--- src/rtl/fwd_pkg.sv ---
package fwd_pkg;

  // How a descriptor relates to this node
  typedef enum logic [1:0] {
    K_AWAY_PLAIN = 2'd0,  // foreign source, no tag
    K_AWAY_BCAST = 2'd1,  // foreign source, broadcast tag
    K_HOME_PLAIN = 2'd2,  // came back untagged
    K_HOME_BCAST = 2'd3   // came back tagged
  } arrival_e;

  typedef struct packed {
    logic deliver;
    logic forward;
    logic set_tag;
  } verdict_t;

endpackage

--- src/rtl/fwd_slot.sv ---
module fwd_slot #(
  parameter int W = 8
) (
  input  logic         clk,
  input  logic         rst_n,
  input  logic         load,
  input  logic         drain,
  input  logic [W-1:0] d,
  output logic         valid,
  output logic [W-1:0] q
);

  logic         valid_nx;
  logic [W-1:0] q_nx;

  always_comb begin
    valid_nx = valid;
    q_nx     = q;
    if (load) begin
      valid_nx = 1'b1;
      q_nx     = d;
    end else if (drain) begin
      valid_nx = 1'b0;
    end
  end

  always_ff @(posedge clk or negedge rst_n) begin
    if (!rst_n) begin
      valid <= 1'b0;
      q     <= '0;
    end else begin
      valid <= valid_nx;
      if (load) q <= q_nx;
    end
  end

endmodule

--- src/rtl/fwd_classify.sv ---
module fwd_classify
  import fwd_pkg::*;
#(
  parameter int NODE_W  = 4,
  parameter int NODE_ID = 0
) (
  input  logic              tag,
  input  logic [NODE_W-1:0] src,
  output arrival_e          kind
);

  logic home;

  always_comb begin
    home = (src == NODE_W'(NODE_ID));
    case ({home, tag})
      2'b00:   kind = K_AWAY_PLAIN;
      2'b01:   kind = K_AWAY_BCAST;
      2'b10:   kind = K_HOME_PLAIN;
      default: kind = K_HOME_BCAST;
    endcase
  end

endmodule

--- src/rtl/fwd_verdict.sv ---
module fwd_verdict
  import fwd_pkg::*;
(
  input  arrival_e kind,
  input  logic     hit,
  output verdict_t verdict
);

  always_comb begin
    verdict = '0;
    case (kind)
      K_AWAY_PLAIN: begin
        verdict.deliver = hit;
        verdict.forward = ~hit;
      end
      K_AWAY_BCAST: begin
        verdict.deliver = 1'b1;
        verdict.forward = 1'b1;
      end
      K_HOME_PLAIN: begin
        verdict.forward = 1'b1;
        verdict.set_tag = 1'b1;
      end
      default: verdict = '0;  // tagged copy back home: discard
    endcase
  end

endmodule

--- src/rtl/fwd_hit_hold.sv ---
module fwd_hit_hold (
  input  logic clk,
  input  logic rst_n,
  input  logic launch,
  input  logic hit_in,
  output logic hit_eff
);

  logic fresh_q, fresh_nx;
  logic held_q, held_nx;

  always_comb begin
    fresh_nx = launch;
    held_nx  = fresh_q ? hit_in : held_q;
    hit_eff  = fresh_q ? hit_in : held_q;
  end

  always_ff @(posedge clk or negedge rst_n) begin
    if (!rst_n) begin
      fresh_q <= 1'b0;
      held_q  <= 1'b0;
    end else begin
      fresh_q <= fresh_nx;
      held_q  <= held_nx;
    end
  end

endmodule

--- src/rtl/ring_fwd_unit.sv ---
module ring_fwd_unit
  import fwd_pkg::*;
#(
  parameter int MAC_W    = 48,
  parameter int NODE_W   = 4,
  parameter int HANDLE_W = 8,
  parameter int NODE_ID  = 0
) (
  input  logic                clk,
  input  logic                rst_n,
  input  logic                in_valid,
  output logic                in_ready,
  input  logic                in_bcast,
  input  logic [NODE_W-1:0]   in_src,
  input  logic [MAC_W-1:0]    in_mac,
  input  logic [HANDLE_W-1:0] in_handle,
  output logic                out_valid,
  input  logic                out_ready,
  output logic                out_bcast,
  output logic [NODE_W-1:0]   out_src,
  output logic [MAC_W-1:0]    out_mac,
  output logic [HANDLE_W-1:0] out_handle,
  output logic                deliver_valid,
  output logic [NODE_W-1:0]   deliver_src,
  output logic [MAC_W-1:0]    deliver_mac,
  output logic [HANDLE_W-1:0] deliver_handle,
  output logic                lkp_req_valid,
  output logic [MAC_W-1:0]    lkp_req_mac,
  input  logic                lkp_hit
);

  localparam int DW     = 1 + NODE_W + HANDLE_W + MAC_W;
  localparam int HDL_LO = MAC_W;
  localparam int SRC_LO = MAC_W + HANDLE_W;
  localparam int TAG_B  = DW - 1;

  logic [DW-1:0] in_word, a_q, b_q;
  logic          a_valid, b_valid;
  logic          in_take, a_to_b, b_retire, b_free;
  logic          b_hit;
  arrival_e      a_kind, b_kind;
  verdict_t      b_verdict;

  assign in_word = {in_bcast, in_src, in_handle, in_mac};

  // Stage A: accepted descriptor, lookup launched when it moves on
  fwd_slot #(.W(DW)) u_stage_a (
    .clk(clk), .rst_n(rst_n), .load(in_take), .drain(a_to_b),
    .d(in_word), .valid(a_valid), .q(a_q)
  );

  // Stage B: descriptor waiting for its table answer and output slot
  fwd_slot #(.W(DW)) u_stage_b (
    .clk(clk), .rst_n(rst_n), .load(a_to_b), .drain(b_retire),
    .d(a_q), .valid(b_valid), .q(b_q)
  );

  fwd_classify #(.NODE_W(NODE_W), .NODE_ID(NODE_ID)) u_class_a (
    .tag(a_q[TAG_B]), .src(a_q[SRC_LO +: NODE_W]), .kind(a_kind)
  );

  fwd_classify #(.NODE_W(NODE_W), .NODE_ID(NODE_ID)) u_class_b (
    .tag(b_q[TAG_B]), .src(b_q[SRC_LO +: NODE_W]), .kind(b_kind)
  );

  fwd_hit_hold u_hit (
    .clk(clk), .rst_n(rst_n), .launch(a_to_b), .hit_in(lkp_hit), .hit_eff(b_hit)
  );

  fwd_verdict u_verdict (
    .kind(b_kind), .hit(b_hit), .verdict(b_verdict)
  );

  // Flow control
  always_comb begin
    b_retire = b_valid && (!b_verdict.forward || out_ready);
    b_free   = !b_valid || b_retire;
    a_to_b   = a_valid && b_free;
    in_ready = !a_valid || b_free;
    in_take  = in_valid && in_ready;
  end

  // Lookup port
  always_comb begin
    lkp_req_valid = a_to_b && (a_kind == K_AWAY_PLAIN);
    lkp_req_mac   = a_q[MAC_W-1:0];
  end

  // Downstream and local outputs
  always_comb begin
    out_valid      = b_valid && b_verdict.forward;
    out_bcast      = b_q[TAG_B] | b_verdict.set_tag;
    out_src        = b_q[SRC_LO +: NODE_W];
    out_mac        = b_q[MAC_W-1:0];
    out_handle     = b_q[HDL_LO +: HANDLE_W];
    deliver_valid  = b_retire && b_verdict.deliver;
    deliver_src    = b_q[SRC_LO +: NODE_W];
    deliver_mac    = b_q[MAC_W-1:0];
    deliver_handle = b_q[HDL_LO +: HANDLE_W];
  end

endmodule

--- config.mk ---
export PLATFORM = sky130hd
export DESIGN_NAME = ring_fwd_unit
export DESIGN_NICKNAME = d
export VERILOG_FILES = /design/src/rtl/fwd_pkg.sv /design/src/rtl/fwd_slot.sv /design/src/rtl/fwd_classify.sv /design/src/rtl/fwd_verdict.sv /design/src/rtl/fwd_hit_hold.sv /design/src/rtl/ring_fwd_unit.sv
export SDC_FILE = /design/constraint.sdc
export NUM_CORES = 1
export LEC_CHECK = 0
export ABC_AREA = 0
export BUFFER_PORTS_ARGS = -buffer_cell sky130_fd_sc_hd__buf_2
export CAP_MARGIN = 20
export CORE_ASPECT_RATIO = 1.25
export CORE_MARGIN = 2
export CORE_UTILIZATION = 49
export DETAILED_ROUTE_END_ITERATION = 16
export GPL_ROUTABILITY_DRIVEN = 0
export GPL_TIMING_DRIVEN = 0
export PLACE_DENSITY_LB_ADDON = 0.08
export SYNTH_ARGS = -nofsm -noshare
export SYNTH_HDL_FRONTEND = slang
export SYNTH_HIERARCHICAL = 1
export SYNTH_SLANG_ARGS = --single-unit
--- constraint.sdc ---
create_clock -name clk -period 2.9 [get_ports clk]
set_input_delay 0.29 -clock clk [delete_from_list [all_inputs] [get_ports clk]]
set_output_delay 0.29 -clock clk [all_outputs]
set_load 0.05 [all_outputs]
* Yosys cells after proc, flatten, opt, wreduce, memory -nomap -nowiden *
Index checks and enable logic that the tools add are counted.

storage, ports and cells
  bits of input ports = 66
  logic and storage cells = 45
  output and inout bits = 173
  flip-flop bits (word level) = 126

operators by class
  multiplexer cells = 10
  equality and inequality tests = 6
  bitwise gates (word level) = 2
  reductions and logical operators = 21

operators with widths
  kind                  count
  $pmux W2 S3           2
  $logic_not A2 Y1      4
  $logic_not A4 Y1      2
  $eq A2 B1 Y1 const B  3
  $eq A2 B2 Y1 const B  3
  $logic_and A1 B1 Y1   6
  $mux W1               6
  $pmux W1 S2           2
  $reduce_bool A2 Y1    2
  $logic_not A1 Y1      3
  $logic_or A1 B1 Y1    3
  $reduce_or A2 Y1      1
  $not A1 Y1            1
  $or A1 B1 Y1          1

* Logic depth before layout (Yosys ltp) *
Gate-level depths: netlist of run 1.

  depth after elaboration = 13
  gate-level depth with buffers = 10
  depth with buffers taken out = 9

* Hierarchy *
Netlist of run 1, hierarchy kept.

by module, submodules not included
  module         area each (um^2)  times used  cells each  sequential area each (um^2)
  fwd_slot       2,602.5           2           132         1,551.5
  ring_fwd_unit  519.2             1           71          0.0
  fwd_verdict    85.1              1           10          0.0
  fwd_hit_hold   65.1              1           3           50.0
  fwd_classify   16.3              2           2           0.0

* Worst setup path after synthesis of run 1 *
Ideal clock, no wire load.

  path type = flip-flop to flip-flop
  start point = reg u_stage_b.q[57]
  end point = reg u_stage_a.q[0]
  clock period less this slack = 3,160 ps
  path buffers = 2
  data arrival time = 3,035 ps
  setup time = 125 ps
  stages on the path, launching flop included = 11
  required time = 2,775 ps
  slack = -260 ps
  path through = dfrtp_1 > nor4_2 > inv_1 > ha_1 > inv_1 > a21oi_2 > nand4b_1 > and2_1 > buf_6 > buf_12 > mux2_4

RTL lines
  item                    RTL line        text
  from (decl)             fwd_slot.sv:10  output logic [W-1:0] q
  from (signal assigned)  fwd_slot.sv:33  if (load) q <= q_nx;
  to (signal assigned)    fwd_slot.sv:33
  to (decl)               fwd_slot.sv:10

==> results of run 1 <==
[routing by layer]
layer  share of wire (%)  vias to the layer above  GRT usage [%]
met5                   0                        -              0
met1                  42                     1774           24.6
met3                 6.6                       11           4.85
met4                0.99                        0           6.59
met2                  51                      138           31.3
li1                    -                     1658              -
[sequential cells by signal (all words and copies together), names as in the netlist]
| register | flops |
|---|---|
| u_hit/fresh_q | 1 |
| u_hit/held_q | 1 |
| u_stage_a/q | 61 |
| u_stage_a/valid | 1 |
| u_stage_b/q | 61 |
| u_stage_b/valid | 1 |
[Yosys cell counts]
master / instances
nor2_1: 1
mux2_4: 119
buf_4: 60
clkbuf_1: 2
ha_1: 4
nor4_2: 2
nand4b_1: 1
o21a_1: 1
nand2b_1: 2
buf_12: 12
mux2_2: 4
inv_1: 6
and2_1: 2
dfrtp_1: 126
buf_6: 2
a21o_1: 2
o211a_1: 1
or2_2: 1
and3_1: 1
nand2_1: 1
a21oi_2: 1
a21o_2: 1
[worst paths after layout]
kind / start / to / slack [ns]
max in group asynchronous: rst_n / u_stage_b/q[59]$_DFFE_PN0P_ / 1.75
max: u_stage_b/q[58]$_DFFE_PN0P_ / lkp_req_valid / 0.28
max reg2reg: u_stage_b/q[58]$_DFFE_PN0P_ / u_stage_b/q[14]$_DFFE_PN0P_ / 0.41
min reg2reg: u_stage_a/q[52]$_DFFE_PN0P_ / u_stage_b/q[52]$_DFFE_PN0P_ / 0.51
min: in_mac[8] / u_stage_a/q[8]$_DFFE_PN0P_ / 0.12
min in group asynchronous: rst_n / u_stage_b/q[26]$_DFFE_PN0P_ / 0.41
[stage by stage]
step	hold WS, ns	setup TNS [ns]	std cells	worst slack (ns)
after global placement	0.490	-6.13	751	-0.271
after global routing	0.100	0	785	0.0979
final	0.116	0	785	0.278
after CTS	0.0981	0	785	0.243
after floorplan	-0.00559	-4.99	352	-0.0848
after detailed placement	0.284	0	752	0.465
[final cells by class]
class / count / area share [%]
sequential: 126 / 39.3
inverter: 6 / 0.280
clock inverter: 11 / 2.94
clock buffer: 21 / 5.60
multi-input combinational: 144 / 25.1
tap: 161 / 2.50
buffer: 76 / 8.96
timing repair buffer: 240 / 15.4
[logic make-up after synthesis]
family	Yosys count	synth area share (%)
AND/OR/NAND/NOR	11	1.33
flip-flops	126	53.4
multiplexers	123	31.0
adder cells (fa/ha/maj)	4	0.847
AO/OA/AOI/OAI	6	0.847
buffers and inverters	82	12.6
[what timing repair did]
| action | CTS | global route |
|---|---|---|
| endpoints found under the hold margin | 56 | 0 |
| hold buffers | 1 | 0 |
| buffers inserted | 0 | 0 |
==> summary.txt, run 1 <==
Post-Place Cell Area -> 0.00735 mm^2
1st-pass router iterations -> 4
post_cts resized -> 0
H-Tree Level Count -> 4
Critical Path RT -> 2.61 ns
GRT Util Overall -> 19.1%
min cycle time layout -> 2.62 ns
total CTS buffers -> 17
Final setup viols -> 0
Largest stage delay, worst path -> 0.43 ns
crit path buf inv count -> 3
Via density -> 4.56
initial core utilization -> 50.6%
nets -> 681
Crit path max-delay family -> simple AND/OR/NAND/NOR gates
CP arrival -> 2.33 ns
Final Max Tran Viols -> 0
initial antenna violation count -> 0
Worst path depth -> 8
fillers -> 864
Antenna Cells -> 0
Post-route DRC -> 0
number of synthesized register bits -> 126
YS warnings -> 6
share of cells above drive strength 1 -> 76.0%
Max Cap Violations -> 0
Period Utilization, post-route -> 90.4%
RSZ-0062 raised after global routing -> no
synthesized instance count -> 352
most common cell after layout, fill and taps aside -> buf_2
CTS tree -> built
Synth Area per Inst -> 16.8 um^2
Hold Path Depth -> 2
die area -> 0.0130 mm^2
Hold Path Class -> in -> reg
area of the multi-input gates -> 0.00202 mm^2
Post-Layout Inst Area -> 0.00804 mm^2
CP Class -> reg -> out
post-synthesis cell type count -> 22
Slew Limit Headroom -> 64.4%
row cnt -> 44
cell taking the most area after synthesis -> dfrtp_1
FF/Latch Area -> 0.00316 mm^2
vias in the first global route -> 3,561
utilization after layout -> 68.9%
Placeable Area -> 0.0117 mm^2
leading cell types in the layout, fill and taps excluded -> buf_2 (237), dfrtp_1 (122), mux2_4 (119)
Die X -> 102 um
IO Port Bufs -> 238
CP max stage cell -> dfrtp_2
Remaining Overflow, GRT -> 0
DPL Wire Length -> 8880 um
r2r worst-path depth -> 10
Post-Syn Area -> 0.00591 mm^2
syn_nets -> 422
CP Max Fanout -> 4
via count -> 3,581
main area contributors after synthesis -> dfrtp_1 (53%), mux2_4 (30%), buf_4 (7.6%)
startpoint types -> flop
CP dominant cell by count -> inv_1
clock skew -> 0.00940 ns
clk_lat worst skew -> 0.40 ns
IO Pins -> 239
CP cell instances -> nor4_4, inv_1, ha_1, inv_1, a21oi_2, nand2_1, o211a_1, buf_2
DR WL/cell -> 15.7 um
status -> completed
DR iter-0 viols -> 69
Die Y -> 127 um
first-pass GRT wire length -> 19,000 um
post-route ant nets -> 0
largest net degree at the start of global routing -> 71
Setup crit end kind -> output pin
FMAX -> 0.381 GHz
Yosys top cell area share -> 53.4%
Fin. Hold Viols -> 0
DRT Wirelength -> 12,300 um
sequential area share after synthesis -> 53.4%
# clock sinks -> 126
Worst-Margin Slew -> 0.534 ns
clk buf depth -> 2
Worst-path clk slew -> 0.06 ns
CTS Root Cell -> clkbuf_16
synthesis-to-layout area growth -> 36.2%
Power of run 1 is not shown: default switching activity piles up to over one toggle a cycle in this logic, so the estimate is an artifact.
==> run 2, diff against run 1 <==
BUFFER_PORTS_ARGS = unset   (was -buffer_cell sky130_fd_sc_hd__buf_2)
CORE_UTILIZATION = 63   (was 49)
DONT_BUFFER_PORTS = 1   (was unset)
==> run 2 against run 1 <==
The run now ends with negative hold slack, negative setup slack left; register-to-register slack worse by 0.59 ns; sequential share of layout area rose by 7.9 points; final cell count fell by 35%; clock skew shrank 0.0037 ns; utilization grew 4.5 points; critical path depth is 1 higher; sequential cell count stayed put; cell area shrank 17%; via count down 23%; die area fell by 21%; maximum frequency is 15% lower; wire length down 11%.
==> summary.txt, run 2 (synthesis results as in run 1) <==
leading cell types in the layout, fill and taps excluded -> dfrtp_1 (122), mux2_4 (119), buf_4 (67)
share of cells above drive strength 1 -> 62.6%
Final Max Tran Viols -> 0
Post-Place Cell Area -> 0.00607 mm^2
largest net degree at the start of global routing -> 127
H-Tree Level Count -> 4
Period Utilization, post-route -> 106%
nets -> 447
DPL Wire Length -> 7470 um
clk_lat worst skew -> 0.40 ns
Remaining Overflow, GRT -> 0
Post-route DRC -> 0
1st-pass router iterations -> 4
status -> complete, but fails checks
Worst-Margin Slew -> 0.718 ns
via count -> 2,773
DR WL/cell -> 21.4 um
Critical Path RT -> 3.18 ns
clk buf depth -> 2
Placeable Area -> 0.00913 mm^2
Die X -> 90.6 um
most common cell after layout, fill and taps aside -> dfrtp_1
Slew Limit Headroom -> 51.9%
synthesis-to-layout area growth -> 13.4%
Fin. Hold Viols -> 126
Final WS setup -> -0.182 ns
RSZ-0062 raised after global routing -> yes
CP max stage cell -> nand4b_1
Largest stage delay, worst path -> 0.59 ns
FMAX -> 0.324 GHz
fillers -> 568
total CTS buffers -> 17
initial core utilization -> 64.7%
Die Y -> 112 um
vias in the first global route -> 2,944
Cell Count, Final, Fillers Out -> 513
CP dominant cell by count -> inv_1
DR iter-0 viols -> 73
Final setup viols -> 62
die area -> 0.0102 mm^2
CP Class -> reg -> reg
DRT Wirelength -> 11,000 um
CTS tree -> built
Setup crit end kind -> flop
placed cells -> 475
initial antenna violation count -> 0
row cnt -> 39
Final TNS setup -> -10.40 ns
failing checks -> negative hold slack, negative setup slack
Post-Layout Inst Area -> 0.00670 mm^2
CTS Root Cell -> clkbuf_16
CP Max Fanout -> 10
Hold Path Class -> in -> async
biggest regs -> u_stage_a/q (61), u_stage_b/q (61)
CP arrival -> 3.37 ns
GRT Util Overall -> 22.1%
post-route ant nets -> 0
Worst-path clk slew -> 0.06 ns
hold slack -> -0.417 ns
Via density -> 5.41
Max Cap Violations -> 0
CP cell instances -> nor4_4, inv_1, ha_1, inv_1, a21oi_2, nand4b_1, and2_4, buf_12, mux2_4
IO Pins -> 239
Antenna Cells -> 0
clock skew -> 0.00573 ns
startpoint types -> flop
first-pass GRT wire length -> 17,100 um
min cycle time layout -> 3.08 ns
IO Port Bufs -> 0
# clock sinks -> 126
[run 2: cell types whose count changed in the layout (fill, tap and decap cells not counted), moves of 2 or more]
cell	before	now
buf_6	3	1
buf_4	60	67
clkinv_2	2	4
buf_2	237	0
bufinv_16	7	2
[run 2: layout make-up]
class                      count  area (um^2)  share of cell area (%)
tap                          123          154                    2.30
inverter                       6         22.5                   0.336
timing repair buffer           7         52.6                   0.785
buffer                        75          709                    10.6
multi-input combinational    144         2020                    30.2
clock inverter                10          113                    1.68
sequential                   126         3160                    47.2
clock buffer                  22          464                    6.93
[run 2: stage by stage]
step                      util, %  setup WS, ns
after floorplan                 -       -0.0848
after global placement       66.6        -0.271
after detailed placement     66.6        -0.326
after CTS                    73.3        -0.264
after global routing         73.4        -0.332
final                        73.4        -0.182
[run 2: critical path, delay by kind of cell, from the launching register on]
| family | cells | cell delay [ns] |
|---|---|---|
| flops | 1 | 0.53 |
| simple gates | 3 | 1.39 |
| mux | 1 | 0.30 |
| fa+ha+maj | 1 | 0.28 |
| buf+inv | 3 | 0.31 |
| compound gates | 1 | 0.14 |
[run 2: timing repair]
action	in CTS	in global routing
endpoints found under the hold margin	126	126
cloned	0	0
pin swaps	4	4
buffers inserted	4	3
endpoints found under the setup margin	62	64
resized for setup	3	2
[run 2: worst paths after layout]
| kind | from | to | slack [ns] | cells after the start |
|---|---|---|---|---|
| setup / recovery | u_stage_b/q[58]$_DFFE_PN0P_ | u_stage_a/q[28]$_DFFE_PN0P_ | -0.18 | 9 |
| hold / removal | rst_n | u_stage_b/q[20]$_DFFE_PN0P_ | -0.42 | 0 |
| setup reg to reg | u_stage_b/q[58]$_DFFE_PN0P_ | u_stage_a/q[28]$_DFFE_PN0P_ | -0.18 | 9 |
| hold reg to reg | u_hit/held_q$_DFF_PN0_ | u_hit/held_q$_DFF_PN0_ | 0.50 | 1 |
| max in group asynchronous | rst_n | u_stage_b/q[59]$_DFFE_PN0P_ | 3.13 | 0 |
| min in group clk | in_mac[3] | u_stage_a/q[3]$_DFFE_PN0P_ | 0.03 | 1 |
[run 2: layer usage]
layer / part of all wire (%) / GRT usage, % / vias up
li1: - / - / 1192
met1: 39 / 27.4 / 1424
met3: 9.4 / 9.60 / 7
met5: 0 / 0 / -
met4: 0.61 / 7.38 / 0
met2: 51 / 35.0 / 150
Power of run 2 is left out for the same reason.
==> run 3, diff against run 2 <==
CAP_MARGIN = 25   (was 20)
PLACE_DENSITY = 0.78   (was unset)
PLACE_DENSITY_LB_ADDON = unset   (was 0.08)
==> run 3 against run 2 <==
The run still ends with negative hold slack, negative setup slack left; setup slack improved by 0.044 ns; global-route usage increased by 0.17 points; register-to-register slack improved by 0.04 ns; sequential share of layout area increased by 0.27 points; maximum frequency increased by 1.5%; die area unchanged; clock skew increased by 0.0010 ns; clock-buffer cell count decreased by 2; non-clock buffer count decreased by 3; critical endpoint is now u_stage_a/q[18]$_DFFE_PN0P_; highest routed layer unchanged.
==> summary.txt, run 3 (synthesis results as in run 1) <==
Max Cap Violations -> 0
CP Class -> reg -> reg
CP dominant cell by count -> inv_1
Setup crit end kind -> flop
Antenna Cells -> 0
CP arrival -> 3.32 ns
initial core utilization -> 64.7%
initial antenna violation count -> 0
Largest stage delay, worst path -> 0.55 ns
r2r worst-path depth -> 9
row cnt -> 39
Critical Path RT -> 3.18 ns
area of the multi-input gates -> 0.00202 mm^2
clk buf depth -> 2
post-route ant nets -> 0
status -> complete, but fails checks
crit path from -> u_stage_b/q[58]$_DFFE_PN0P_
clock skew -> 0.00676 ns
Worst-path clk slew -> 0.05 ns
fillers -> 556
Period Utilization, post-route -> 105%
# clock sinks -> 126
worst r2r src -> u_stage_b/q[58]$_DFFE_PN0P_
first-pass GRT wire length -> 17,300 um
GRT Util Overall -> 22.3%
leading cell types in the layout, fill and taps excluded -> dfrtp_1 (122), mux2_4 (119), buf_4 (64)
largest net degree at the start of global routing -> 127
CTS tree -> built
FF/Latch Area -> 0.00316 mm^2
clk_lat worst skew -> 0.41 ns
FMAX -> 0.329 GHz
biggest regs -> u_stage_a/q (61), u_stage_b/q (61)
Fin. Hold Viols -> 126
Placeable Area -> 0.00913 mm^2
RSZ-0062 raised after global routing -> yes
Die Y -> 112 um
startpoint types -> flop
Worst-Margin Slew -> 0.668 ns
total CTS buffers -> 17
nets -> 444
synthesis-to-layout area growth -> 12.8%
Final Max Tran Viols -> 0
share of cells above drive strength 1 -> 61.9%
Via density -> 5.48
CP Max Fanout -> 10
Final WS setup -> -0.138 ns
capturing point of the worst reg2reg path -> u_stage_a/q[18]$_DFFE_PN0P_
CTS Root Cell -> clkbuf_16
failing checks -> negative hold slack, negative setup slack
DRT Wirelength -> 10,700 um
DPL Wire Length -> 7290 um
IO Pins -> 239
reg2reg setup slack -> -0.14 ns
die area -> 0.0102 mm^2
DR WL/cell -> 21.1 um
Post-route DRC -> 0
Critical Path Sink -> u_stage_a/q[18]$_DFFE_PN0P_
via count -> 2,790
Hold Path Class -> in -> async
hold slack -> -0.424 ns
Die X -> 90.6 um
CP cell instances -> nor4_4, inv_1, ha_1, inv_1, a21oi_2, nand4b_1, and2_4, buf_12, mux2_4
Remaining Overflow, GRT -> 0
vias in the first global route -> 3,001
1st-pass router iterations -> 4
min cycle time layout -> 3.04 ns
CP max stage cell -> nand4b_1
Final setup viols -> 61
Slew Limit Headroom -> 55.2%
H-Tree Level Count -> 4
DR iter-0 viols -> 93
most common cell after layout, fill and taps aside -> dfrtp_1
IO Port Bufs -> 0
[run 3: timing repair]
item,in CTS,in global routing
gates cloned,0,0
endpoints found under the setup margin,62,63
gates resized for setup,3,1
buffers inserted,4,0
pin swaps,4,4
endpoints found under the hold margin,126,126
[run 3: how the worst min path moves through the flow]
stage          cells past startpoint                          end  startpoint
3_3_place_gp                       0  u_stage_b/q[18]$_DFFE_PN0P_       rst_n
2_1_floorplan                      0      u_hit/fresh_q$_DFF_PN0_       rst_n
5_1_grt                            0  u_stage_b/q[15]$_DFFE_PN0P_       rst_n
4_1_cts                            0  u_stage_b/q[15]$_DFFE_PN0P_       rst_n
6_report                           0  u_stage_b/q[15]$_DFFE_PN0P_       rst_n
3_5_place_dp                       0  u_stage_b/q[15]$_DFFE_PN0P_       rst_n
[run 3: through the flow]
stage                     cells  utilization (%)  setup WS [ns]  cell area [um^2]  setup TNS, ns
after floorplan             352                -        -0.0848              5920          -4.99
after global placement      475             66.6         -0.250              6070         -14.72
after detailed placement    475             66.6         -0.298              6070         -17.24
after CTS                   510             73.2         -0.264              6680         -15.00
after global routing        509             73.0         -0.260              6660         -14.81
final                       509             73.0         -0.138              6660          -7.34
[run 3: layer usage]
metal | track usage, % | up-vias | part of all wire (%)
li1 | - | 1182 | -
met1 | 26.8 | 1445 | 38
met2 | 36.0 | 147 | 52
met3 | 9.33 | 16 | 8.5
met4 | 8.31 | 0 | 1.4
met5 | 0 | - | 0
[run 3: cell type report]
type,instances,area share (%)
Sequential cell,126,47.4
Multi-Input combinational cell,144,30.3
Buffer,75,10.6
Clock buffer,20,6.70
Tap cell,123,2.31
Clock inverter,11,1.78
Timing Repair Buffer,4,0.451
Inverter,6,0.338
[run 3: worst max-delay path: cells and delay by family (launching register included)]
kind,cells,cell delay (ns)
AND/OR/NAND/NOR,3,1.34
flip-flops,1,0.53
buffers and inverters,3,0.31
multiplexers,1,0.31
adder cells (fa/ha/maj),1,0.28
AO/OA/AOI/OAI,1,0.14
Power of run 3 is left out for the same reason.
